**src/rtl/tern_pkg.sv**
```systemverilog
// Shared types for the ternary dot-product engine.
// Assumes a 2-bit code per weight.
package tern_pkg;

    // 2-bit weight code values
    typedef enum logic [1:0] {
        WC_ZERO  = 2'b00,
        WC_PLUS  = 2'b01,
        WC_MINUS = 2'b10,
        WC_RSVD  = 2'b11
    } wcode_e;

    // Decoded action for one lane
    typedef struct packed {
        logic add;
        logic sub;
        logic bad;
    } lane_act_t;

    // Turn a raw code into a lane action; the unused code acts as zero
    function automatic lane_act_t decode_code(input logic [1:0] code);
        lane_act_t act;
        act = '0;
        case (wcode_e'(code))
            WC_PLUS:  act.add = 1'b1;
            WC_MINUS: act.sub = 1'b1;
            WC_RSVD:  act.bad = 1'b1;
            default:  act = '0;
        endcase
        return act;
    endfunction

endpackage

```
**src/rtl/tern_lane_term.sv**
```systemverilog
// One lane: maps an activation and a 2-bit weight code to +x, -x or 0.
// The result is one bit wider than the activation so that -(-128) fits.
// Assumes a two's-complement activation.
module tern_lane_term #(
    parameter int ACT_W = 8
) (
    input  logic [ACT_W-1:0] act_i,
    input  logic [1:0]       code_i,
    output logic [ACT_W:0]   term_o,
    output logic             bad_o
);
    import tern_pkg::*;

    lane_act_t        act_s;
    logic [ACT_W:0]   ext_s;
    logic [ACT_W:0]   neg_s;

    // Sign-extend the activation and form its negation
    always_comb begin
        ext_s = {act_i[ACT_W-1], act_i};
        neg_s = (~ext_s) + {{ACT_W{1'b0}}, 1'b1};
    end

    // Pick the lane term from the decoded action
    always_comb begin
        act_s = decode_code(code_i);
        bad_o = act_s.bad;
        if (act_s.add)
            term_o = ext_s;
        else if (act_s.sub)
            term_o = neg_s;
        else
            term_o = '0;
    end

endmodule

```
**src/rtl/tern_beat_adder.sv**
```systemverilog
// Adds the lane terms of one beat into one signed beat sum.
// It also reports whether any lane held the unused code.
// Assumes that lane i uses code bits [2i+1:2i] and activation bits [ACT_W*i +: ACT_W].
module tern_beat_adder #(
    parameter int LANES = 4,
    parameter int ACT_W = 8,
    localparam int SUM_W = ACT_W + 1 + $clog2(LANES)
) (
    input  logic [2*LANES-1:0]     w_byte_i,
    input  logic [LANES*ACT_W-1:0] a_vec_i,
    output logic [SUM_W-1:0]       beat_sum_o,
    output logic                   beat_bad_o
);
    logic [ACT_W:0] terms_s [LANES];
    logic [LANES-1:0] bad_s;

    // One term unit per lane
    for (genvar g = 0; g < LANES; g++) begin : g_lane
        tern_lane_term #(.ACT_W(ACT_W)) term_i (
            .act_i  (a_vec_i[g*ACT_W +: ACT_W]),
            .code_i (w_byte_i[2*g +: 2]),
            .term_o (terms_s[g]),
            .bad_o  (bad_s[g])
        );
    end

    // Sign-extend every lane term and sum them
    always_comb begin
        beat_sum_o = '0;
        for (int i = 0; i < LANES; i++) begin
            beat_sum_o = beat_sum_o
                + {{(SUM_W-ACT_W-1){terms_s[i][ACT_W]}}, terms_s[i]};
        end
    end

    // Flag a beat that holds any unused code
    always_comb beat_bad_o = |bad_s;

endmodule

```
**src/rtl/tern_accum.sv**
```systemverilog
// Vector accumulator: adds the beat sums, publishes the total after the
// last beat and empties itself for the next vector.
// Assumes that fire_i is high only when a beat is actually taken.
module tern_accum #(
    parameter int ACC_W = 24,
    parameter int SUM_W = 11
) (
    input  logic             clk,
    input  logic             rst_n,
    input  logic             start_i,
    input  logic             fire_i,
    input  logic             last_i,
    input  logic [SUM_W-1:0] beat_sum_i,
    input  logic             beat_bad_i,
    output logic [ACC_W-1:0] sum_o,
    output logic             sum_valid_o,
    output logic             err_o
);
    logic [ACC_W-1:0] acc_q;
    logic [ACC_W-1:0] base_s;
    logic [ACC_W-1:0] next_s;

    // Running total including the current beat; start drops the old total
    always_comb begin
        base_s = start_i ? '0 : acc_q;
        next_s = base_s + {{(ACC_W-SUM_W){beat_sum_i[SUM_W-1]}}, beat_sum_i};
    end

    // Accumulator register: grows on each beat and clears after the last one
    always_ff @(posedge clk) begin
        if (!rst_n)
            acc_q <= '0;
        else if (fire_i && last_i)
            acc_q <= '0;
        else if (fire_i)
            acc_q <= next_s;
        else if (start_i)
            acc_q <= '0;
    end

    // Result register: captures the final total
    always_ff @(posedge clk) begin
        if (!rst_n)
            sum_o <= '0;
        else if (fire_i && last_i)
            sum_o <= next_s;
    end

    // Result strobe: one cycle after the last beat
    always_ff @(posedge clk) begin
        if (!rst_n)
            sum_valid_o <= 1'b0;
        else
            sum_valid_o <= fire_i && last_i;
    end

    // Sticky flag for the unused code; start clears it
    always_ff @(posedge clk) begin
        if (!rst_n)
            err_o <= 1'b0;
        else if (fire_i && beat_bad_i)
            err_o <= 1'b1;
        else if (start_i)
            err_o <= 1'b0;
    end

endmodule

```
**src/rtl/tern_dot_engine.sv**
```systemverilog
// Top of the packed ternary-weight dot-product engine. Takes one weight
// byte and one multi-lane activation word per beat and adds them with no
// multiplier.
// Assumes that vectors stay within the length the accumulator can hold.
module tern_dot_engine #(
    parameter int LANES = 4,
    parameter int ACT_W = 8,
    parameter int ACC_W = 24,
    localparam int SUM_W = ACT_W + 1 + $clog2(LANES)
) (
    input  logic                   clk,
    input  logic                   rst_n,
    input  logic                   start_i,
    input  logic                   w_valid_i,
    input  logic [2*LANES-1:0]     w_byte_i,
    input  logic                   a_valid_i,
    input  logic [LANES*ACT_W-1:0] a_vec_i,
    input  logic                   eov_i,
    output logic [ACC_W-1:0]       sum_o,
    output logic                   sum_valid_o,
    output logic                   code_err_o
);
    logic             fire_s;
    logic [SUM_W-1:0] beat_sum_s;
    logic             beat_bad_s;

    // A beat is taken only when both streams are valid
    always_comb fire_s = w_valid_i && a_valid_i;

    tern_beat_adder #(.LANES(LANES), .ACT_W(ACT_W)) adder_i (
        .w_byte_i   (w_byte_i),
        .a_vec_i    (a_vec_i),
        .beat_sum_o (beat_sum_s),
        .beat_bad_o (beat_bad_s)
    );

    tern_accum #(.ACC_W(ACC_W), .SUM_W(SUM_W)) accum_i (
        .clk         (clk),
        .rst_n       (rst_n),
        .start_i     (start_i),
        .fire_i      (fire_s),
        .last_i      (eov_i),
        .beat_sum_i  (beat_sum_s),
        .beat_bad_i  (beat_bad_s),
        .sum_o       (sum_o),
        .sum_valid_o (sum_valid_o),
        .err_o       (code_err_o)
    );

endmodule

```
**config.mk**
```make
export PLATFORM = sky130hd
export DESIGN_NAME = tern_dot_engine
export DESIGN_NICKNAME = d
export VERILOG_FILES = /design/src/rtl/tern_pkg.sv /design/src/rtl/tern_lane_term.sv /design/src/rtl/tern_beat_adder.sv /design/src/rtl/tern_accum.sv /design/src/rtl/tern_dot_engine.sv
export SDC_FILE = /design/constraint.sdc
export NUM_CORES = 1
export LEC_CHECK = 0
export BUFFER_PORTS_ARGS = -buffer_cell sky130_fd_sc_hd__buf_2
export CELL_PAD_IN_SITES_DETAIL_PLACEMENT = 0
export CELL_PAD_IN_SITES_GLOBAL_PLACEMENT = 1
export CORE_ASPECT_RATIO = 0.5
export CORE_MARGIN = 4
export CORE_UTILIZATION = 40
export CTS_CLUSTER_SIZE = 16
export DETAILED_ROUTE_END_ITERATION = 6
export HOLD_SLACK_MARGIN = 0.1
export PLACE_DENSITY = 0.83
export SYNTH_ARGS = -nofsm -noshare
export SYNTH_HDL_FRONTEND = slang
export SYNTH_SLANG_ARGS = --single-unit
```
**constraint.sdc**
```tcl
create_clock -name clk -period 9.76 [get_ports clk]
set_input_delay 1.464 -clock clk [delete_from_list [all_inputs] [get_ports clk]]
set_output_delay 1.464 -clock clk [all_outputs]
set_load 0.01 [all_outputs]
```
# After elaboration in Yosys (flattened, before gate mapping)
# Index checks and enable logic that the tools add are counted.
classes:
  addsub: 8
  eq_ne: 12
  n_mux: 24
  n_bitwise: 5
  reduce_logical: 6
ops:
  columns: ["cell", "count"]
  rows:
  - ["two-way mux 9 bit", 8]
  - ["two-way mux 24 bit", 2]
  - ["adder 9 x 1 -> 9 bit (second input constant)", 4]
  - ["inverter 9 bit", 4]
  - ["adder 24 bit", 1]
  - ["adder 11 bit", 2]
  - ["equality test 2 bit (second input constant)", 8]
  - ["two-way mux 1 bit", 14]
  - ["adder 9 x 9 -> 10 bit", 1]
  - ["equality test 2 x 1 -> 1 bit (second input constant)", 4]
  - ["OR reduction 4 bit", 1]
  - ["logical AND 1 bit", 3]
  - ["nonzero test 2 bit", 1]
  - ["OR reduction 2 bit", 1]
  - ["inverter 1 bit", 1]
word_totals:
  regBits: 50
  input_bits: 46
  word_cells: 59

# Logic depth before layout (Yosys ltp)
# Gate-level depths: netlist (run 1).
logic_depth:
  depth_word: 9
  ltp_mapped: 34
  ltp_nobuf: 31

# By module
# From an unflattened synthesis (run 1), not the netlist that was laid out.
unflattened:
  cells_unflattened: 635
  hier_area_um2: 5149.9
by_module_without_submodules:
  columns: ["mod", "instances", "cells_each", "area_each_um2", "seq_area_each_um2"]
  rows:
  - ["tern_accum", 1, 401, 3329.4, 1001.0]
  - ["tern_beat_adder", 1, 113, 923.4, 0.0]
  - ["tern_lane_term", 4, 30, 222.7, 0.0]
  - ["tern_dot_engine", 1, 1, 6.3, 0.0]

# Least setup slack after synthesis (run 1)
# OpenSTA, ideal clock, no wires.
synth_path:
  kind: "in2reg"
  from: "input port w_byte_i[2]"
  to: "register accum_i.acc_q[23]"
  setup_time_ps: 72
  arrival_ps: 7754
  t_required_ps: 9688
  path_slack_ps: 1934
  stages: 34
  cell_sequence: "nor2b_1 -> clkbuf_1 -> nor2_1 -> nor2_1 -> ha_1 -> inv_1 -> fa_1 -> inv_1 -> a21oi_1 -> o21ai_0 -> a21oi_1 -> o21bai_1 -> a21o_1 -> a21oi_1 -> xnor2_1 -> fa_1 -> ha_1 -> nand3_1 -> or4_4 -> a21o_2 -> nand3_4 -> inv_2 -> buf_2 -> buf_2 -> ha_1 -> a21o_1 -> nand3_1 -> or4_4 -> nand3_2 -> a21o_2 -> a2111oi_1 -> or3_1 -> a21oi_1 -> mux2i_1"
synth_between:
  elab_chain_cells: 9
  word_cells_on_any_way: 11
  classes_between: "add/sub (4); eq/ne (2); mux (5)"
synth_rtl:
  columns: ["item", "line", "text"]
  rows:
  - ["from (decl)", "tern_dot_engine.sv:15", "input logic [2*LANES-1:0] w_byte_i,"]
  - ["equality test 2 bit", "tern_pkg.sv:24", "case (wcode_e'(code))"]
  - ["two-way mux 1 bit", "tern_pkg.sv:24", null]
  - ["two-way mux 9 bit", "tern_lane_term.sv:30", "else if (act_s.sub)"]
  - ["two-way mux 9 bit *", "tern_lane_term.sv:28", "if (act_s.add)"]
  - ["adder 9 x 9 -> 10 bit *", "tern_beat_adder.sv:32", "+ {{(SUM_W-ACT_W-1){terms_s[i][ACT_W]}}, terms_s[i]};"]
  - ["adder 11 bit * (2 in series)", "tern_beat_adder.sv:32", null]
  - ["adder 24 bit *", "tern_accum.sv:26", "next_s = base_s + {{(ACC_W-SUM_W){beat_sum_i[SUM_W-1]}}, beat_sum_i};"]
  - ["two-way mux 24 bit *", "tern_accum.sv:35", "else if (fire_i)"]
  - ["to (signal assigned)", "tern_accum.sv:36", "acc_q <= next_s;"]
  - ["to (decl)", "tern_accum.sv:19", "logic [ACC_W-1:0] acc_q;"]
# Every way passes the cells marked *; elsewhere a longest branch is shown, timed or not.
# A chain may end at the register's enable or synchronous reset.

# Worst setup path after layout (run 1)
layout_path:
  from: "input port w_byte_i[2]"
  to: "register accum_i.acc_q[20]"
# Same word-level chain as after synthesis.

==> impl_metrics.toml, run 1 <==
[logic_synthesis]
synth_seq_cells = 50
avgSynthCellArea_um2 = 7.747
synthCells = 673
synth_warnings = 0
synth_edf_count = 0
async_flop_share_pct = 0
syn_area_um2 = 5214
syn_nets = 776
yosysUniqueCellTypes = 71
yosysSeqAreaShare_pct = 19.20
ys.flop_type = "dfxtp_1"

[setup_path]
required_ns = 9.95
start_kind = "input port"
critical_path_buf_inv_count = 4
cp-end-kind = "flip-flop"
crit_type = "input port to flip-flop"
cp_top_family = "compound AO/OA/AOI/OAI gates"
critPathMaxStageDelay_ns = 0.54
arrival_ns = 8.38
crit_path_max_fanout = 37
crit_slowest_cell = "a2111oi_0"

[die]
core_area_um2 = 12700
initial_utilization_pct = 41.05
die-area_um2 = 15040
chipHeight_um = 88.73
chipWidth_um = 169.5
pin_count = 72
rows = 29

[drt]
vias = 4878
avgViaCountPerCell = 5.408
ant_nets = 0
drc = 0
drt_iter0_markers = 203
drtPass1Iterations = 5
wl_per_cell_um = 15.08
routed_wl_mm = 13.61

[clock_network]
clock-root-buffer = "clkbuf_16"
clock_latency_ns = 0.29
cts_inserted_buffers = 5
cts_tree = "built"
postCtsSetupBuffers = 0
cts_resized = 0
path_clk_slew_ns = 0.07
clk_path_buf_depth = 2
cts_max_level = 2
cts.sinks = 50
ctsHoldBuffers = 0

[sta]
period_share_pct = 83.85
finalSetupViolCount = 0
maxSlewHeadroom_pct = 35.81
worst_slack_ns = 1.576
post-route-min-period_ns = 8.184
final-max-slew-violation-count = 0
tns_ns = 0
fmax_mhz = 122.2
rsz0062_at_grt = "false"
tightest_slew_ns = 0.9605
hold_viol = 0
finalClockSkew_ns = 0.002640

[global_route]
grt_util_met2_pct = 29.06
grt_pass1_vias = 4457
grt_overflow_total = 0
grtUsageMet1_pct = 25.62
grt-busiest-layer = "met2"
grt_max_degree = 38
track_usage_pct = 17.81
grt_first_pass_wirelength_mm = 22.09
met3_usage_pct = 2.276
antenna_found_initial = 0

[final_layout]
drive_gt1_share_pct = 14.62
final_nets = 834
n_fill_cell = 1332
layout_commonest_cell = "nand2_1"
most-common-layout-cells = "nand2_1, buf_2, a21oi_1, dfxtp_1, ha_1"
diodes = 0
fin_util_pct = 46.28
seq_area_um2 = 1001
area_growth_pct = 12.72
multi_input_area_um2 = 3959

[place]
pre_cts_slack_ns = 1.337
portBuffers = 71
hpwl_mm = 10.84
gp_congestion = 0.9254

[job]
maxCapViolCount = 0

[worst_hold_path]
hold_class = "flip-flop to flip-flop"

[status]
status = "finished, final reports clean"

[pwr]
power_density_nw_per_um2 = 194.4
vdd_drop_max_uv = 119.0
total_leakage_power_nw = 2.728
total_power_mw = 1.142
-- worst paths after layout --
path / start / endpoint / slack, ns / cells after the start
worst max-delay path: w_byte_i[2] / accum_i.acc_q[20] / 1.58 / 32
worst min register to register: accum_i.sum_o[17] / accum_i.sum_o[17] / 0.43 / 2
worst min-delay path: accum_i.sum_o[17] / accum_i.sum_o[17] / 0.43 / 2
worst max register to register: accum_i.acc_q[1] / accum_i.sum_o[23] / 6.57 / 12
-- cell usage after synthesis, drive strengths merged, types with 3 or more instances --
| library cell | number | area (um^2) |
|---|---|---|
| nand2 | 75 | 281.5 |
| a21oi | 54 | 277.8 |
| dfxtp | 50 | 1001 |
| inv | 45 | 168.9 |
| ha | 44 | 550.5 |
| o21ai | 43 | 215.2 |
| xnor2 | 41 | 359.1 |
| nor2 | 36 | 135.1 |
| nor2b | 27 | 168.9 |
| clkbuf | 19 | 71.32 |
| nor3 | 18 | 90.09 |
| a22o | 17 | 148.9 |
| nand2b | 17 | 106.4 |
| a21o | 16 | 122.6 |
| xor2 | 16 | 140.1 |
| fa | 13 | 260.3 |
| nand3 | 13 | 82.58 |
| or3 | 13 | 81.33 |
| a22oi | 11 | 82.58 |
| o31ai | 10 | 90.09 |
| nand4 | 8 | 56.30 |
| o21bai | 8 | 60.06 |
| a31oi | 7 | 50.05 |
| nor4 | 6 | 43.79 |
| a211oi | 5 | 37.54 |
| mux2i | 5 | 50.05 |
| o211a | 5 | 50.05 |
| and2 | 4 | 25.03 |
| o211ai | 4 | 35.03 |
| or2 | 4 | 25.02 |
| or4 | 4 | 37.53 |
| a32oi | 3 | 26.28 |
| buf | 3 | 13.76 |
| o21a | 3 | 22.52 |
-- logic make-up (layout without fill, tap and decap cells) --
kind of cell | after synthesis | in the layout | share of synthesized area (%)
and+or+nand+nor | 233 | 233 | 22.99
AOI/OAI and AO/OA | 202 | 202 | 26.21
buffers and inverters | 67 | 126 | 4.872
xor gates and xnor gates | 58 | 58 | 10.01
adders and majority gates | 57 | 57 | 15.55
DFF | 50 | 50 | 19.20
muxes | 6 | 6 | 1.176
-- power by group --
part,switching (mW),internal [mW]
registers,0.00842,0.229
logic,0.418,0.290
clock network,0.0769,0.120
-- per-layer routing --
| layer | vias to the layer above | part of all wire (%) |
|---|---|---|
| met2 | 100 | 42 |
| met3 | 9 | 4.2 |
| met5 | - | 0 |
| li1 | 2517 | - |
| met4 | 0 | 1.0 |
| met1 | 2252 | 52 |
-- tightest hold or removal path: stages, from the launching register on --
cell,delay [ns]
dfxtp_1,0.31
nand2_1,0.05
nand2_1,0.04
-- through the flow --
| step | cell area, um^2 | cells | hold slack (ns) |
|---|---|---|---|
| after CTS | 5877 | 902 | 0.4402 |
| after floorplan | 5214 | 673 | 0.4625 |
| after detailed placement | 5712 | 894 | 0.4308 |
| final | 5877 | 902 | 0.4339 |
| after global routing | 5877 | 902 | 0.4648 |
| after global placement | 5712 | 894 | 0.4275 |
-- area by class of cell --
class,instances,share of cell area [%]
inverters,45,2.874
multi-input cells,556,67.36
flip-flops and latches,50,17.03
clock inverters,3,0.6813
repair buffers,73,6.302
clock buffers,5,2.129
well taps,170,3.619
-- sequential cells by signal, summed over array words and instances, names as in the netlist --
name                 flops
accum_i.sum_valid_o      1
accum_i.acc_q           24
accum_i.err_o            1
accum_i.sum_o           24
No activity file was read; power rests on OpenSTA's default activity.
==> run 2: changes to the inputs <==
==> constraint.sdc (replaced) <==
create_clock -name clk -period 8.5 [get_ports clk]
set_input_delay 1.275 -clock clk [delete_from_list [all_inputs] [get_ports clk]]
set_output_delay 1.275 -clock clk [all_outputs]
set_load 0.01 [all_outputs]
==> run 2 against run 1 <==
- utilization increased by 0.46 points
- clock-buffer cell count unchanged
- total power increased by 19%
- critical path depth increased by 1
- final cell count increased by 0.44%
- setup slack got worse by 0.78 ns
- sequential share of layout area decreased by 0.17 points
- critical endpoint is now accum_i.sum_o[22]
- largest power group unchanged
- highest routed layer unchanged
==> impl_metrics.toml, run 2 (synthesis gave the netlist of run 1 again) <==
[clock_network]
clock_latency_ns = 0.30
cts.sinks = 50
cts_inserted_buffers = 5
cts_max_level = 2
path_clk_slew_ns = 0.07
ctsHoldBuffers = 0
cts_resized = 0
clk_path_buf_depth = 2
clock-root-buffer = "clkbuf_16"
postCtsSetupBuffers = 0
cts_tree = "built"

[place]
gp_congestion = 0.8991
hpwl_mm = 11.07
portBuffers = 71
place_area_um2 = 5742

[sta]
hold_viol = 0
final-max-slew-violation-count = 0
post-route-min-period_ns = 7.704
tightest_slew_ns = 0.9627
fmax_mhz = 129.8
finalSetupViolCount = 0
rsz0062_at_grt = "false"
worst_hold_slack_ns = 0.4411
maxSlewHeadroom_pct = 35.67
period_share_pct = 90.63
finalClockSkew_ns = 0.006867
tns_ns = 0

[setup_path]
required_ns = 8.66
critical_path_buf_inv_count = 5
reg2reg_from = "accum_i.acc_q[1]"
crit_type = "input port to flip-flop"
crit_slowest_cell = "a2111oi_0"
crit_path_max_fanout = 25
critPathMaxStageDelay_ns = 0.61
cp-end-kind = "flip-flop"
worstSetupStartpoint = "w_byte_i[2]"
start_kind = "input port"
arrival_ns = 7.87
cp_top_family = "compound AO/OA/AOI/OAI gates"

[final_layout]
area_growth_pct = 13.85
most-common-layout-cells = "nand2_1, buf_2, a21oi_1, dfxtp_1, ha_1"
diodes = 0
reg_top3 = "accum_i.acc_q (24), accum_i.sum_o (24)"
final_nets = 838
layout_commonest_cell = "nand2_1"
post-route-cell-area_um2 = 5936
drive_gt1_share_pct = 15.08
n_fill_cell = 1308

[worst_hold_path]
hp-start = "accum_i.sum_o[17]"
hold_class = "flip-flop to flip-flop"

[drt]
wl_per_cell_um = 15.24
drt_iter0_markers = 224
ant_nets = 0
avgViaCountPerCell = 5.387
drc = 0
routed_wl_mm = 13.81
drtPass1Iterations = 5
vias = 4881

[pwr]
power_density_nw_per_um2 = 228.8
seqPwrFrac_pct = 20.1
vdd_drop_max_uv = 112.6
p_sw_mw = 0.5877
pwr-share-clk_pct = 19.2
power_frac_comb_pct = 60.8
switching_share_pct = 43.27
p_int_mw = 0.7706
total_leakage_power_nw = 2.759

[global_route]
antenna_found_initial = 0
grt_max_degree = 30
track_usage_pct = 18.52
grt_first_pass_wirelength_mm = 22.81
grt_pass1_vias = 4542
grt_overflow_total = 0

[die]
pin_count = 72
chipWidth_um = 169.5
rows = 29
chipHeight_um = 88.73
initial_utilization_pct = 41.05
die-area_um2 = 15040
core_area_um2 = 12700

[status]
status = "finished, final reports clean"

[job]
maxCapViolCount = 0
run 2: cell types whose count changed in the layout (fill, tap and decap cells not counted):
cell,previous run,this run
buf_4,2,6
clkinv_2,2,0
bufinv_16,1,2
clkinv_4,0,1
run 2: stage by stage:
stage | utilization, % | power (mW) | instances | setup slack [ns]
3_3_place_gp | 45.21 | 1.088 | 898 | 0.7150
4_1_cts | 46.74 | 1.362 | 906 | 0.8646
6_report | 46.74 | 1.358 | 906 | 0.7962
3_5_place_dp | 45.21 | 1.100 | 898 | 0.5766
5_1_grt | 46.74 | 1.481 | 906 | 0.2911
2_1_floorplan | - | 0.9177 | 673 | 0.8631
run 2: path summary, 6_finish.rpt:
check	endpoint	slack, ns	cells past startpoint
max reg2reg	accum_i.sum_o[23]	5.26	12
min reg2reg	accum_i.sum_o[17]	0.44	2
min	accum_i.sum_o[17]	0.44	2
max	accum_i.sum_o[22]	0.80	33
run 2: metal layers:
layer / up-vias / GRT usage [%] / wire [um]
li1: 2534 / - / -
met2: 122 / 30.25 / 5840
met3: 10 / 3.971 / 811
met1: 2215 / 26.04 / 7072
met4: 0 / 2.411 / 86
met5: - / 0 / 0
run 2: layout make-up:
class	count	area (um^2)	share of cell area, %
Timing Repair Buffer	77	400.4	6.745
Clock buffer	5	125.1	2.108
Inverter	45	168.9	2.846
Clock inverter	3	68.82	1.159
Sequential cell	50	1001	16.86
Multi-Input combinational cell	556	3959	66.69
Tap cell	170	212.7	3.583
run 2: worst register-to-register path, cell delays in order, from the launching register on:
cell	delay [ns]
dfxtp_1	0.32
nor2b_1	0.27
ha_1	0.29
a21oi_1	0.20
nor2_1	0.11
o41a_1	0.35
o211a_1	0.25
a31o_4	0.26
a21o_2	0.22
a2111oi_1	0.39
or3_1	0.19
a21oi_1	0.08
o31ai_2	0.21
run 2: power groups by stage:
| stage | registers (mW) | clock network [mW] | logic (mW) |
|---|---|---|---|
| floorplan | 0.284 | 0 | 0.634 |
| global placement | 0.277 | 0 | 0.810 |
| detailed placement | 0.279 | 0 | 0.821 |
| CTS | 0.273 | 0.265 | 0.824 |
| global route | 0.276 | 0.278 | 0.927 |
| finish | 0.273 | 0.260 | 0.825 |
